===== config.mk =====
export PLATFORM = sky130hd
export DESIGN_NAME = sg_chain_dma
export DESIGN_NICKNAME = d
export VERILOG_FILES = /design/src/rtl/sg_dma_pkg.sv /design/src/rtl/sg_dma_check.sv /design/src/rtl/sg_dma_beat.sv /design/src/rtl/sg_dma_seq.sv /design/src/rtl/sg_chain_dma.sv
export SDC_FILE = /design/constraint.sdc
export NUM_CORES = 1
export LEC_CHECK = 0
export BUFFER_PORTS_ARGS = -buffer_cell sky130_fd_sc_hd__buf_4
export CORE_AREA = 2 2 183 131
export DETAILED_ROUTE_END_ITERATION = 8
export DIE_AREA = 0 0 185 133
export HOLD_SLACK_MARGIN = 0.03
export PLACE_DENSITY = 0.83
export REMOVE_ABC_BUFFERS = 1
export SKIP_CTS_REPAIR_TIMING = 1
export SYNTH_ARGS = -nofsm -noshare
export SYNTH_HDL_FRONTEND = slang
export SYNTH_HIERARCHICAL = 1
export SYNTH_SLANG_ARGS = --single-unit

===== constraint.sdc =====
create_clock -name clk -period 2.96 [get_ports clk]
set_clock_uncertainty 0.05 [all_clocks]
set_input_delay 0.148 -clock clk [delete_from_list [all_inputs] [get_ports clk]]
set_output_delay 0.148 -clock clk [all_outputs]
set_load 0.05 [all_outputs]

===== src/rtl/sg_dma_pkg.sv =====
package sg_dma_pkg;

  localparam int LNK_UPD_BIT = 31;
  localparam int SZ_UPD_BIT  = 30;
  localparam int CTL_EN      = 0;
  localparam int CTL_CHAIN   = 1;
  localparam int CTL_TOMEM   = 2;

  typedef enum logic [2:0] {
    ST_IDLE,
    ST_CHECK,
    ST_MOVE,
    ST_GET_LINK,
    ST_GET_BASE,
    ST_GET_SIZE
  } seq_state_e;

  // byte lanes for a beat with rem bytes still owed
  function automatic logic [3:0] lane_mask(input logic [31:0] rem);
    if (rem >= 32'd4) return 4'hF;
    case (rem[1:0])
      2'd1:    return 4'h1;
      2'd2:    return 4'h3;
      2'd3:    return 4'h7;
      default: return 4'h0;
    endcase
  endfunction

  // next descriptor address: area base plus word-aligned offset field
  function automatic logic [31:0] desc_addr(input logic [31:0] area,
                                            input logic [31:0] link,
                                            input int          off_w);
    logic [31:0] off;
    off = '0;
    for (int i = 2; i < 32; i++)
      if (i < off_w) off[i] = link[i];
    return area + off;
  endfunction

  // size is a whole number of granules of 2**lsb bytes
  function automatic logic size_granular(input logic [31:0] sz, input int lsb);
    logic ok;
    ok = 1'b1;
    for (int i = 0; i < 32; i++)
      if (i < lsb && sz[i]) ok = 1'b0;
    return ok;
  endfunction

endpackage


===== src/rtl/sg_dma_check.sv =====
module sg_dma_check #(
  parameter int GRAN_LSB = 3
) (
  input  logic [31:0] base,
  input  logic [31:0] size,
  input  logic        is_last,
  output logic        bad_base,
  output logic        bad_size,
  output logic        fail
);
  import sg_dma_pkg::*;

  always_comb begin
    bad_base = (base[1:0] != 2'b00);
    bad_size = !is_last && !size_granular(size, GRAN_LSB);
    fail     = bad_base || bad_size;
  end

endmodule


===== src/rtl/sg_dma_beat.sv =====
module sg_dma_beat #(
  parameter int SIZE_W = 16
) (
  input  logic              clk,
  input  logic              rst_n,
  input  logic              load,
  input  logic [31:0]       ld_base,
  input  logic [SIZE_W-1:0] ld_size,
  input  logic              advance,
  output logic [31:0]       beat_addr,
  output logic [3:0]        beat_be,
  output logic              empty
);
  import sg_dma_pkg::*;

  localparam logic [SIZE_W-1:0] WORD_STEP = SIZE_W'(4);

  logic [31:0]       addr_q;
  logic [SIZE_W-1:0] rem_q;
  logic [SIZE_W-1:0] step;

  assign step      = (rem_q >= WORD_STEP) ? WORD_STEP : rem_q;
  assign beat_addr = addr_q;
  assign beat_be   = lane_mask(32'(rem_q));
  assign empty     = (rem_q == '0);

  always_ff @(posedge clk) begin
    if (!rst_n) begin
      addr_q <= '0;
      rem_q  <= '0;
    end else if (load) begin
      addr_q <= ld_base;
      rem_q  <= ld_size;
    end else if (advance && !empty) begin
      addr_q <= addr_q + 32'd4;
      rem_q  <= rem_q - step;
    end
  end

  AST_EMPTY_HOLDS: assert property (@(posedge clk) disable iff (!rst_n)
    empty && !load |=> empty);
  AST_BEAT_ALIGNED: assert property (@(posedge clk) disable iff (!rst_n)
    !empty |-> beat_addr[1:0] == 2'b00);

endmodule


===== src/rtl/sg_dma_seq.sv =====
module sg_dma_seq #(
  parameter int SIZE_W = 16,
  parameter int OFF_W  = 16
) (
  input  logic              clk,
  input  logic              rst_n,
  input  logic              ctl_wr,
  input  logic [2:0]        ctl_wdata,
  input  logic [31:0]       cfg_area_base,
  input  logic [31:0]       cfg_link0,
  input  logic [31:0]       cfg_base0,
  input  logic [SIZE_W-1:0] cfg_size0,
  input  logic              chk_fail,
  output logic [31:0]       cur_base,
  output logic [SIZE_W-1:0] cur_size,
  output logic              cur_last,
  input  logic [31:0]       beat_addr,
  input  logic [3:0]        beat_be,
  input  logic              beat_empty,
  output logic              beat_load,
  output logic              beat_advance,
  output logic              mem_req,
  output logic              mem_we,
  output logic [31:0]       mem_addr,
  output logic [3:0]        mem_be,
  output logic [31:0]       mem_wdata,
  input  logic              mem_ack,
  input  logic [31:0]       mem_rdata,
  input  logic              fifo_in_valid,
  input  logic [31:0]       fifo_in_data,
  output logic              fifo_in_ready,
  output logic              fifo_out_valid,
  output logic [31:0]       fifo_out_data,
  input  logic              fifo_out_ready,
  output logic              busy,
  output logic              done,
  output logic              xfer_err
);
  import sg_dma_pkg::*;

  seq_state_e  state;
  logic        chain_q, tomem_q, stop_q;
  logic [31:0] area_q, cur_link, desc_ptr;
  logic [31:0] fetch_addr;

  // named internal events
  logic start_go, stop_hit, in_fetch, move_req, elem_end, last_fin;

  assign start_go = ctl_wr && ctl_wdata[CTL_EN] && (state == ST_IDLE);
  assign stop_hit = ctl_wr && !ctl_wdata[CTL_EN] && (state != ST_IDLE);
  assign in_fetch = (state == ST_GET_LINK) || (state == ST_GET_BASE) ||
                    (state == ST_GET_SIZE);
  assign move_req = (state == ST_MOVE) && !beat_empty &&
                    (tomem_q ? fifo_in_valid : fifo_out_ready);
  assign elem_end = (state == ST_MOVE) && beat_empty;
  assign cur_last = !chain_q || !cur_link[LNK_UPD_BIT];
  assign last_fin = elem_end && !stop_q && cur_last;

  always_comb begin
    case (state)
      ST_GET_BASE: fetch_addr = desc_ptr + 32'd4;
      ST_GET_SIZE: fetch_addr = desc_ptr + 32'd8;
      default:     fetch_addr = desc_ptr;
    endcase
  end

  assign mem_req        = in_fetch || move_req;
  assign mem_we         = (state == ST_MOVE) && tomem_q;
  assign mem_addr       = in_fetch ? fetch_addr : beat_addr;
  assign mem_be         = in_fetch ? 4'hF : beat_be;
  assign mem_wdata      = fifo_in_data;
  assign beat_load      = (state == ST_CHECK) && !chk_fail;
  assign beat_advance   = move_req && mem_ack;
  assign fifo_in_ready  = move_req && mem_ack && tomem_q;
  assign fifo_out_valid = move_req && mem_ack && !tomem_q;
  assign fifo_out_data  = mem_rdata;
  assign busy           = (state != ST_IDLE);

  always_ff @(posedge clk) begin
    if (!rst_n) begin
      state    <= ST_IDLE;
      chain_q  <= 1'b0;
      tomem_q  <= 1'b0;
      stop_q   <= 1'b0;
      area_q   <= '0;
      cur_link <= '0;
      cur_base <= '0;
      cur_size <= '0;
      desc_ptr <= '0;
      done     <= 1'b0;
      xfer_err <= 1'b0;
    end else begin
      case (state)
        ST_IDLE: if (start_go) begin
          chain_q  <= ctl_wdata[CTL_CHAIN];
          tomem_q  <= ctl_wdata[CTL_TOMEM];
          area_q   <= cfg_area_base;
          cur_link <= cfg_link0;
          cur_base <= cfg_base0;
          cur_size <= cfg_size0;
          stop_q   <= 1'b0;
          done     <= 1'b0;
          xfer_err <= 1'b0;
          state    <= ST_CHECK;
        end
        ST_CHECK: begin
          if (chk_fail) begin
            xfer_err <= 1'b1;
            state    <= ST_IDLE;
          end else begin
            state    <= ST_MOVE;
          end
        end
        ST_MOVE: if (beat_empty) begin
          if (stop_q) begin
            state <= ST_IDLE;
          end else if (cur_last) begin
            done  <= 1'b1;
            state <= ST_IDLE;
          end else begin
            desc_ptr <= desc_addr(area_q, cur_link, OFF_W);
            state    <= ST_GET_LINK;
          end
        end
        ST_GET_LINK: if (mem_ack) begin
          cur_link <= mem_rdata;
          state    <= ST_GET_BASE;
        end
        ST_GET_BASE: if (mem_ack) begin
          cur_base <= mem_rdata;
          state    <= cur_link[SZ_UPD_BIT] ? ST_GET_SIZE : ST_CHECK;
        end
        ST_GET_SIZE: if (mem_ack) begin
          cur_size <= mem_rdata[SIZE_W-1:0];
          state    <= ST_CHECK;
        end
        default: state <= ST_IDLE;
      endcase
      if (stop_hit) stop_q <= 1'b1;
    end
  end

  AST_IDLE_QUIET: assert property (@(posedge clk) disable iff (!rst_n)
    !busy |-> !mem_req);
  AST_FETCH_READS: assert property (@(posedge clk) disable iff (!rst_n)
    in_fetch |-> !mem_we);
  AST_FETCH_HOLD: assert property (@(posedge clk) disable iff (!rst_n)
    in_fetch && !mem_ack |=> mem_req && $stable(mem_addr));
  AST_DONE_AT_END: assert property (@(posedge clk) disable iff (!rst_n)
    $rose(done) |-> $past(last_fin));
  AST_FAIL_NO_MEM: assert property (@(posedge clk) disable iff (!rst_n)
    (state == ST_CHECK) && chk_fail |=> !mem_req && !busy);
  AST_ERR_STICKY: assert property (@(posedge clk) disable iff (!rst_n)
    xfer_err && !start_go |=> xfer_err);
  AST_STOP_NO_FETCH: assert property (@(posedge clk) disable iff (!rst_n)
    stop_q && elem_end |=> !busy && !done);

endmodule


===== src/rtl/sg_chain_dma.sv =====
module sg_chain_dma #(
  parameter int SIZE_W   = 16,
  parameter int OFF_W    = 16,
  parameter int GRAN_LSB = 3
) (
  input  logic              clk,
  input  logic              rst_n,
  input  logic              ctl_wr,
  input  logic [2:0]        ctl_wdata,
  input  logic [31:0]       cfg_area_base,
  input  logic [31:0]       cfg_link0,
  input  logic [31:0]       cfg_base0,
  input  logic [SIZE_W-1:0] cfg_size0,
  output logic              mem_req,
  output logic              mem_we,
  output logic [31:0]       mem_addr,
  output logic [3:0]        mem_be,
  output logic [31:0]       mem_wdata,
  input  logic              mem_ack,
  input  logic [31:0]       mem_rdata,
  input  logic              fifo_in_valid,
  input  logic [31:0]       fifo_in_data,
  output logic              fifo_in_ready,
  output logic              fifo_out_valid,
  output logic [31:0]       fifo_out_data,
  input  logic              fifo_out_ready,
  output logic              busy,
  output logic              done,
  output logic              xfer_err
);

  logic              chk_fail, bad_base, bad_size;
  logic [31:0]       cur_base;
  logic [SIZE_W-1:0] cur_size;
  logic              cur_last;
  logic [31:0]       beat_addr;
  logic [3:0]        beat_be;
  logic              beat_empty, beat_load, beat_advance;

  sg_dma_check #(.GRAN_LSB(GRAN_LSB)) u_check (
    .base     (cur_base),
    .size     (32'(cur_size)),
    .is_last  (cur_last),
    .bad_base (bad_base),
    .bad_size (bad_size),
    .fail     (chk_fail)
  );

  sg_dma_beat #(.SIZE_W(SIZE_W)) u_beat (
    .clk       (clk),
    .rst_n     (rst_n),
    .load      (beat_load),
    .ld_base   (cur_base),
    .ld_size   (cur_size),
    .advance   (beat_advance),
    .beat_addr (beat_addr),
    .beat_be   (beat_be),
    .empty     (beat_empty)
  );

  sg_dma_seq #(.SIZE_W(SIZE_W), .OFF_W(OFF_W)) u_seq (
    .clk            (clk),
    .rst_n          (rst_n),
    .ctl_wr         (ctl_wr),
    .ctl_wdata      (ctl_wdata),
    .cfg_area_base  (cfg_area_base),
    .cfg_link0      (cfg_link0),
    .cfg_base0      (cfg_base0),
    .cfg_size0      (cfg_size0),
    .chk_fail       (chk_fail),
    .cur_base       (cur_base),
    .cur_size       (cur_size),
    .cur_last       (cur_last),
    .beat_addr      (beat_addr),
    .beat_be        (beat_be),
    .beat_empty     (beat_empty),
    .beat_load      (beat_load),
    .beat_advance   (beat_advance),
    .mem_req        (mem_req),
    .mem_we         (mem_we),
    .mem_addr       (mem_addr),
    .mem_be         (mem_be),
    .mem_wdata      (mem_wdata),
    .mem_ack        (mem_ack),
    .mem_rdata      (mem_rdata),
    .fifo_in_valid  (fifo_in_valid),
    .fifo_in_data   (fifo_in_data),
    .fifo_in_ready  (fifo_in_ready),
    .fifo_out_valid (fifo_out_valid),
    .fifo_out_data  (fifo_out_data),
    .fifo_out_ready (fifo_out_ready),
    .busy           (busy),
    .done           (done),
    .xfer_err       (xfer_err)
  );

  AST_ERR_CAUSE: assert property (@(posedge clk) disable iff (!rst_n)
    $rose(xfer_err) |-> $past(bad_base || bad_size));

endmodule


# After elaboration in Yosys (flattened, before gate mapping)
# Index checks and enable logic that the tools add are counted.
[totals]
regBits = 200
latchBits = 0
mem_bits_rw = 0
romBits = 0
out_inout_bits = 107
wordCells = 198
mem_count = 0
[classes]
addsub = 5
multipliers = 0
div = 0
n_lt_le_gt_ge = 2
n_eq_ne = 16
n_shift = 0
mux = 113
bitwise = 2
n_reduce_logical = 47
[ops]
columns = ["cell", "n"]
rows = [
  ["$mux W32", 6],
  ["$pmux W32 S2", 3],
  ["$mux W1", 82],
  ["$mux W16", 5],
  ["$add A32 B3 Y32 const B", 2],
  ["$add A32 B16 Y32", 1],
  ["$add A32 B4 Y32 const B", 1],
  ["$ge A16 B3 Y1 const B", 2],
  ["$pmux W16 S2", 1],
  ["$mux W3", 7],
  ["$pmux W3 S6", 1],
  ["$reduce_bool A2 Y1", 9],
  ["$logic_not A16 Y1", 1],
  ["$sub A16 B16 Y16", 1],
  ["$logic_and A1 B1 Y1", 13],
  ["$mux W4", 3],
  ["$reduce_and A3 Y1", 4],
  ["$ne A2 B2 Y1 const B", 5],
  ["$reduce_and A5 Y1", 2],
  ["$pmux W3 S3", 1],
  ["$logic_not A1 Y1", 8],
  ["$eq A3 B2 Y1 const B", 2],
  ["$eq A3 B3 Y1 const B", 2],
  ["$ne A2 B1 Y1 const B", 3],
  ["other kinds (11)", 20],
]

# Depth between registers and ports, before layout
[depth]
depth_word = 9
mapped_depth = 16
ltp_nobuf = 12

# Modules after synthesis
# Netlist, hierarchy kept.
[by_module_without_submodules]
columns = ["mod", "instances", "cells_per_inst", "area_per_inst_um2", "seq_area_each_um2"]
rows = [
  ["sg_dma_seq", 1, 1109, 8160.3, 2722.6],
  ["sg_dma_beat", 1, 353, 2861.5, 960.9],
  ["sg_dma_check", 1, 4, 25.0, 0.0],
  ["sg_chain_dma", 1, 1, 3.8, 0.0],
]

# Worst setup path after synthesis
# OpenSTA, ideal clock, no wires.
[synth_timing]
path_type = "register to register"
from = "register u_beat.rem_q[3]"
to = "register u_beat.addr_q[17], in the netlist u_beat/beat_addr[17]"
setup_time_ps = 74
t_arrival_ps = 2924
setup_slack_ps = -88
stages_incl_launch_ff = 16
path_buffers = 3
period_less_slack_ps = 3048
cell_sequence = "dfxtp_1 > nor3_1 > and4_1 > buf_6 > inv_4 > nor3_1 > buf_2 > nor3_1 > nand2_1 > inv_1 > buf_2 > inv_1 > nor3_1 > o31ai_4 > or4_1 > a31oi_1"
[synth_via]
elab_chain_cells = 7
[synth_rtl]
columns = ["item", "line", "rtl"]
rows = [
  ["from (decl)", "sg_dma_beat.sv:19", "logic [SIZE_W-1:0] rem_q;"],
  ["from (signal assigned)", "sg_dma_beat.sv:33", "rem_q <= ld_size;"],
  ["from (signal assigned)", "sg_dma_beat.sv:36", "rem_q <= rem_q - step;"],
  ["$logic_not A16 Y1", "sg_dma_beat.sv:25", "assign empty = (rem_q == '0);"],
  ["via beat_empty", "sg_chain_dma.sv:38", "logic beat_empty, beat_load, beat_advance;"],
  ["$logic_not A1 Y1", "sg_dma_seq.sv:53", "assign move_req = (state == ST_MOVE) && !beat_empty &&"],
  ["$logic_and A1 B1 Y1 (2 in series)", "sg_dma_seq.sv:53", ""],
  ["$logic_and A1 B1 Y1", "sg_dma_seq.sv:73", "assign beat_advance = move_req && mem_ack;"],
  ["via beat_advance", "sg_chain_dma.sv:38", ""],
  ["$logic_and A1 B1 Y1", "sg_dma_beat.sv:34", "end else if (advance && !empty) begin"],
  ["$reduce_bool A2 Y1 (no source line)", "n/a", ""],
  ["to (signal assigned)", "sg_dma_beat.sv:32", "addr_q <= ld_base;"],
  ["to (signal assigned)", "sg_dma_beat.sv:35", "addr_q <= addr_q + 32'd4;"],
  ["to (decl)", "sg_dma_beat.sv:18", "logic [31:0] addr_q;"],
]
# The timed path passes the listed nets, and every way through them passes these cells.
# A chain may end at the register's enable or synchronous reset.

# Worst setup path after layout
[layout_timing]
from = "register u_seq.state[2]"
to = "register u_seq.cur_size[13]"
[layout_via]
elab_chain_cells = 4
[layout_rtl]
columns = ["item", "line", "rtl"]
rows = [
  ["from (decl)", "sg_dma_seq.sv:41", "seq_state_e state;"],
  ["from (signal assigned)", "sg_dma_seq.sv:131", "state <= cur_link[SZ_UPD_BIT] ? ST_GET_SIZE : ST_CHECK;"],
  ["$logic_not A3 Y1", "sg_dma_seq.sv:49, sg_dma_seq.sv:93", ""],
  ["$logic_and A1 B1 Y1", "sg_dma_seq.sv:49", "assign start_go = ctl_wr && ctl_wdata[CTL_EN] && (state == ST_IDLE);"],
  ["$ne A2 B1 Y1 (no source line)", "n/a", ""],
  ["$reduce_and A3 Y1 (no source line)", "n/a", ""],
  ["to (signal assigned)", "sg_dma_seq.sv:100", "cur_size <= cfg_size0;"],
  ["to (signal assigned)", "sg_dma_seq.sv:134", "cur_size <= mem_rdata[SIZE_W-1:0];"],
  ["to (decl)", "sg_dma_seq.sv:15", "output logic [SIZE_W-1:0] cur_size,"],
]
# Several ways; a longest one is shown, not always the timed one.

==> metrics.md <==
| Metric | Value |
|---|---|
| Peak supply drop | `570.5 uV` |
| Power per cell area | `767.9 mW/mm^2` |
| Die height | `133 um` |
| Arrival @ worst endpoint | `3.34 ns` |
| DR iter-0 viols | `1368` |
| Initial antenna violation count | `0` |
| Die area | `0.02461 sq mm` |
| Warnings, synthesis | `6` |
| Worst-path fanout max | `26` |
| Area Overhead vs Synth | `34.04%` |
| Max Root-Sink Buffers | `2` |
| Worst Max-Slew Pin Slew | `0.7917 ns` |
| Critical Path RT | `3.29 ns` |
| Clock Latency Late Sink | `0.45 ns` |
| Synthesized area per cell | `7.538 sq um` |
| Commonest non-fill, non-tap cells in the layout | `264 x nand2_1, 260 x buf_4, 179 x dfxtp_1` |
| Final hold vios | `0` |
| DR pass1 iterations | `8` |
| Reg2Reg Depth | `9` |
| CTS tree | `done` |
| Maxcap violations | `0` |
| Root Buffer | `clkbuf_16` |
| Reg clk slew, reported paths | `0.07 ns` |
| Power Total | `11.37 mW` |
| DR DRC count | `0` |
| Clock sink count | `184` |
| RSZ-0062 raised after global routing | `yes` |
| Post-Syn Area | `0.01104 sq mm` |
| Routed vias/inst | `5.943` |
| Largest net degree at the start of global routing | `80` |
| Share of layout cells above drive strength 1 | `19.94%` |
| Via count | `12290` |
| Period utilization | `101.5%` |
| Status | `finished with violations` |
| I/O pin cnt | `292` |
| Max Slew Vio Count | `0` |
| Htree depth | `4` |
| CP Capture Type | `flop` |
| Avg WL per Cell | `18.81 um` |
| RePlAce Congestion | `0.8964` |
| Cells after Synth | `1465` |
| Achievable Freq | `332.9 MHz` |
| Crit start category | `flop` |
| GRT overflow | `0` |
| Commonest non-fill, non-tap cell in the layout | `nand2_1` |
| Final WL | `38910 um` |
| Hold Crit Depth | `3` |
| CTS Buf Count | `17` |
| Chip width | `185 um` |
| First-pass GRT wire length | `54890 um` |
| Max-slew headroom | `46.55%` |
| Ant diodes | `0` |
| Leak Pwr | `5.733 nW` |
| Core area | `0.02305 sq mm` |
| Worst Slack Setup Final | `-0.04355 ns` |
| Setup-failing EPs final | `2` |
| Core Rows | `47` |
| Starting density of the core | `47.90%` |
| Antenna-violating nets left | `0` |
| Minimum clock period | `3.004 ns` |
| Hpwl dp | `25940 um` |
| Crit path kind | `flop to flop` |
| Port Buffers | `211` |
| Setup TNS | `-0.06946 ns` |
| Worst hold path type | `input pin to flop` |
| Vias in the first global route | `10350` |
| Final-stage net count | `1943` |
| Total Routing Usage GR | `28.35%` |
| Failing checks | `negative setup slack` |
-- final cells by class --
| class | instances | area [sq um] |
|---|---|---|
| inverters | 23 | 90.09 |
| well taps | 318 | 397.9 |
| clock buffers | 19 | 452.9 |
| multi-input cells | 1091 | 6394 |
| clock inverters | 11 | 121.4 |
| flip-flops and latches | 184 | 3690 |
| repair buffers | 422 | 3656 |
| fillers | 1963 | 8250 |
-- state kept, by name, indices dropped and copies added (netlist names) --
name,cells
u_beat/beat_addr,32
u_beat/rem_q,16
u_seq/area_q,32
u_seq/chain_q,1
u_seq/cur_base,32
u_seq/cur_link,16
u_seq/cur_size,16
u_seq/desc_ptr,32
u_seq/done,1
u_seq/state,3
u_seq/stop_q,1
u_seq/tomem_q,1
u_seq/xfer_err,1
-- path summary, 6_finish.rpt --
path,from,to,slack [ns]
worst max-delay path,u_seq/state[2],u_seq/cur_size[13],-0.04
worst max register to register,u_seq/state[2],u_seq/cur_size[13],-0.04
worst min-delay path,cfg_base0[8],u_seq/cur_base[8],0.04
worst min register to register,u_seq/area_q[14],u_seq/area_q[14],0.42
-- metrics by stage --
stage	setup slack, ns	area (sq um)	hold slack, ns	instances	util [%]
CTS	-0.04794	13120	-0.1133	1907	56.89
detailed placement	0.03707	12540	0.2469	1877	54.40
global route	-0.09313	14800	0.03760	2068	64.21
floorplan	-2.568	10080	0.2262	1297	-
global placement	0.2176	12540	0.2469	1877	54.40
finish	-0.04355	14800	0.03741	2068	64.21
-- power breakdown --
part	leakage (nW)	internal [mW]	total, mW	switching [mW]
logic	3.95	2.07	5.53	3.46
registers	1.51	2.99	3.53	0.543
clock network	0.282	1.28	2.30	1.02
-- layer usage --
layer | GRT usage, % | up-vias | share of wire, % | routed length (um)
met5 | 1.800 | - | 0 | 0
li1 | - | 5765 | - | -
met4 | 7.937 | 0 | 2.3 | 890
met1 | 40.67 | 5732 | 43 | 16710
met2 | 41.97 | 711 | 44 | 17300
met3 | 6.909 | 83 | 10 | 4005
-- critical path, cell delays in order, from the launching register on --
cell,delay [ns]
dfxtp_1,0.31
buf_4,0.16
buf_4,0.18
nor3_2,0.35
nand3_1,0.32
o21ai_2,0.31
buf_8,0.27
nor2_1,0.07
a311oi_1,0.28
dlygate4sd3_1,0.63
No activity file was read; power rests on OpenSTA's default activity.
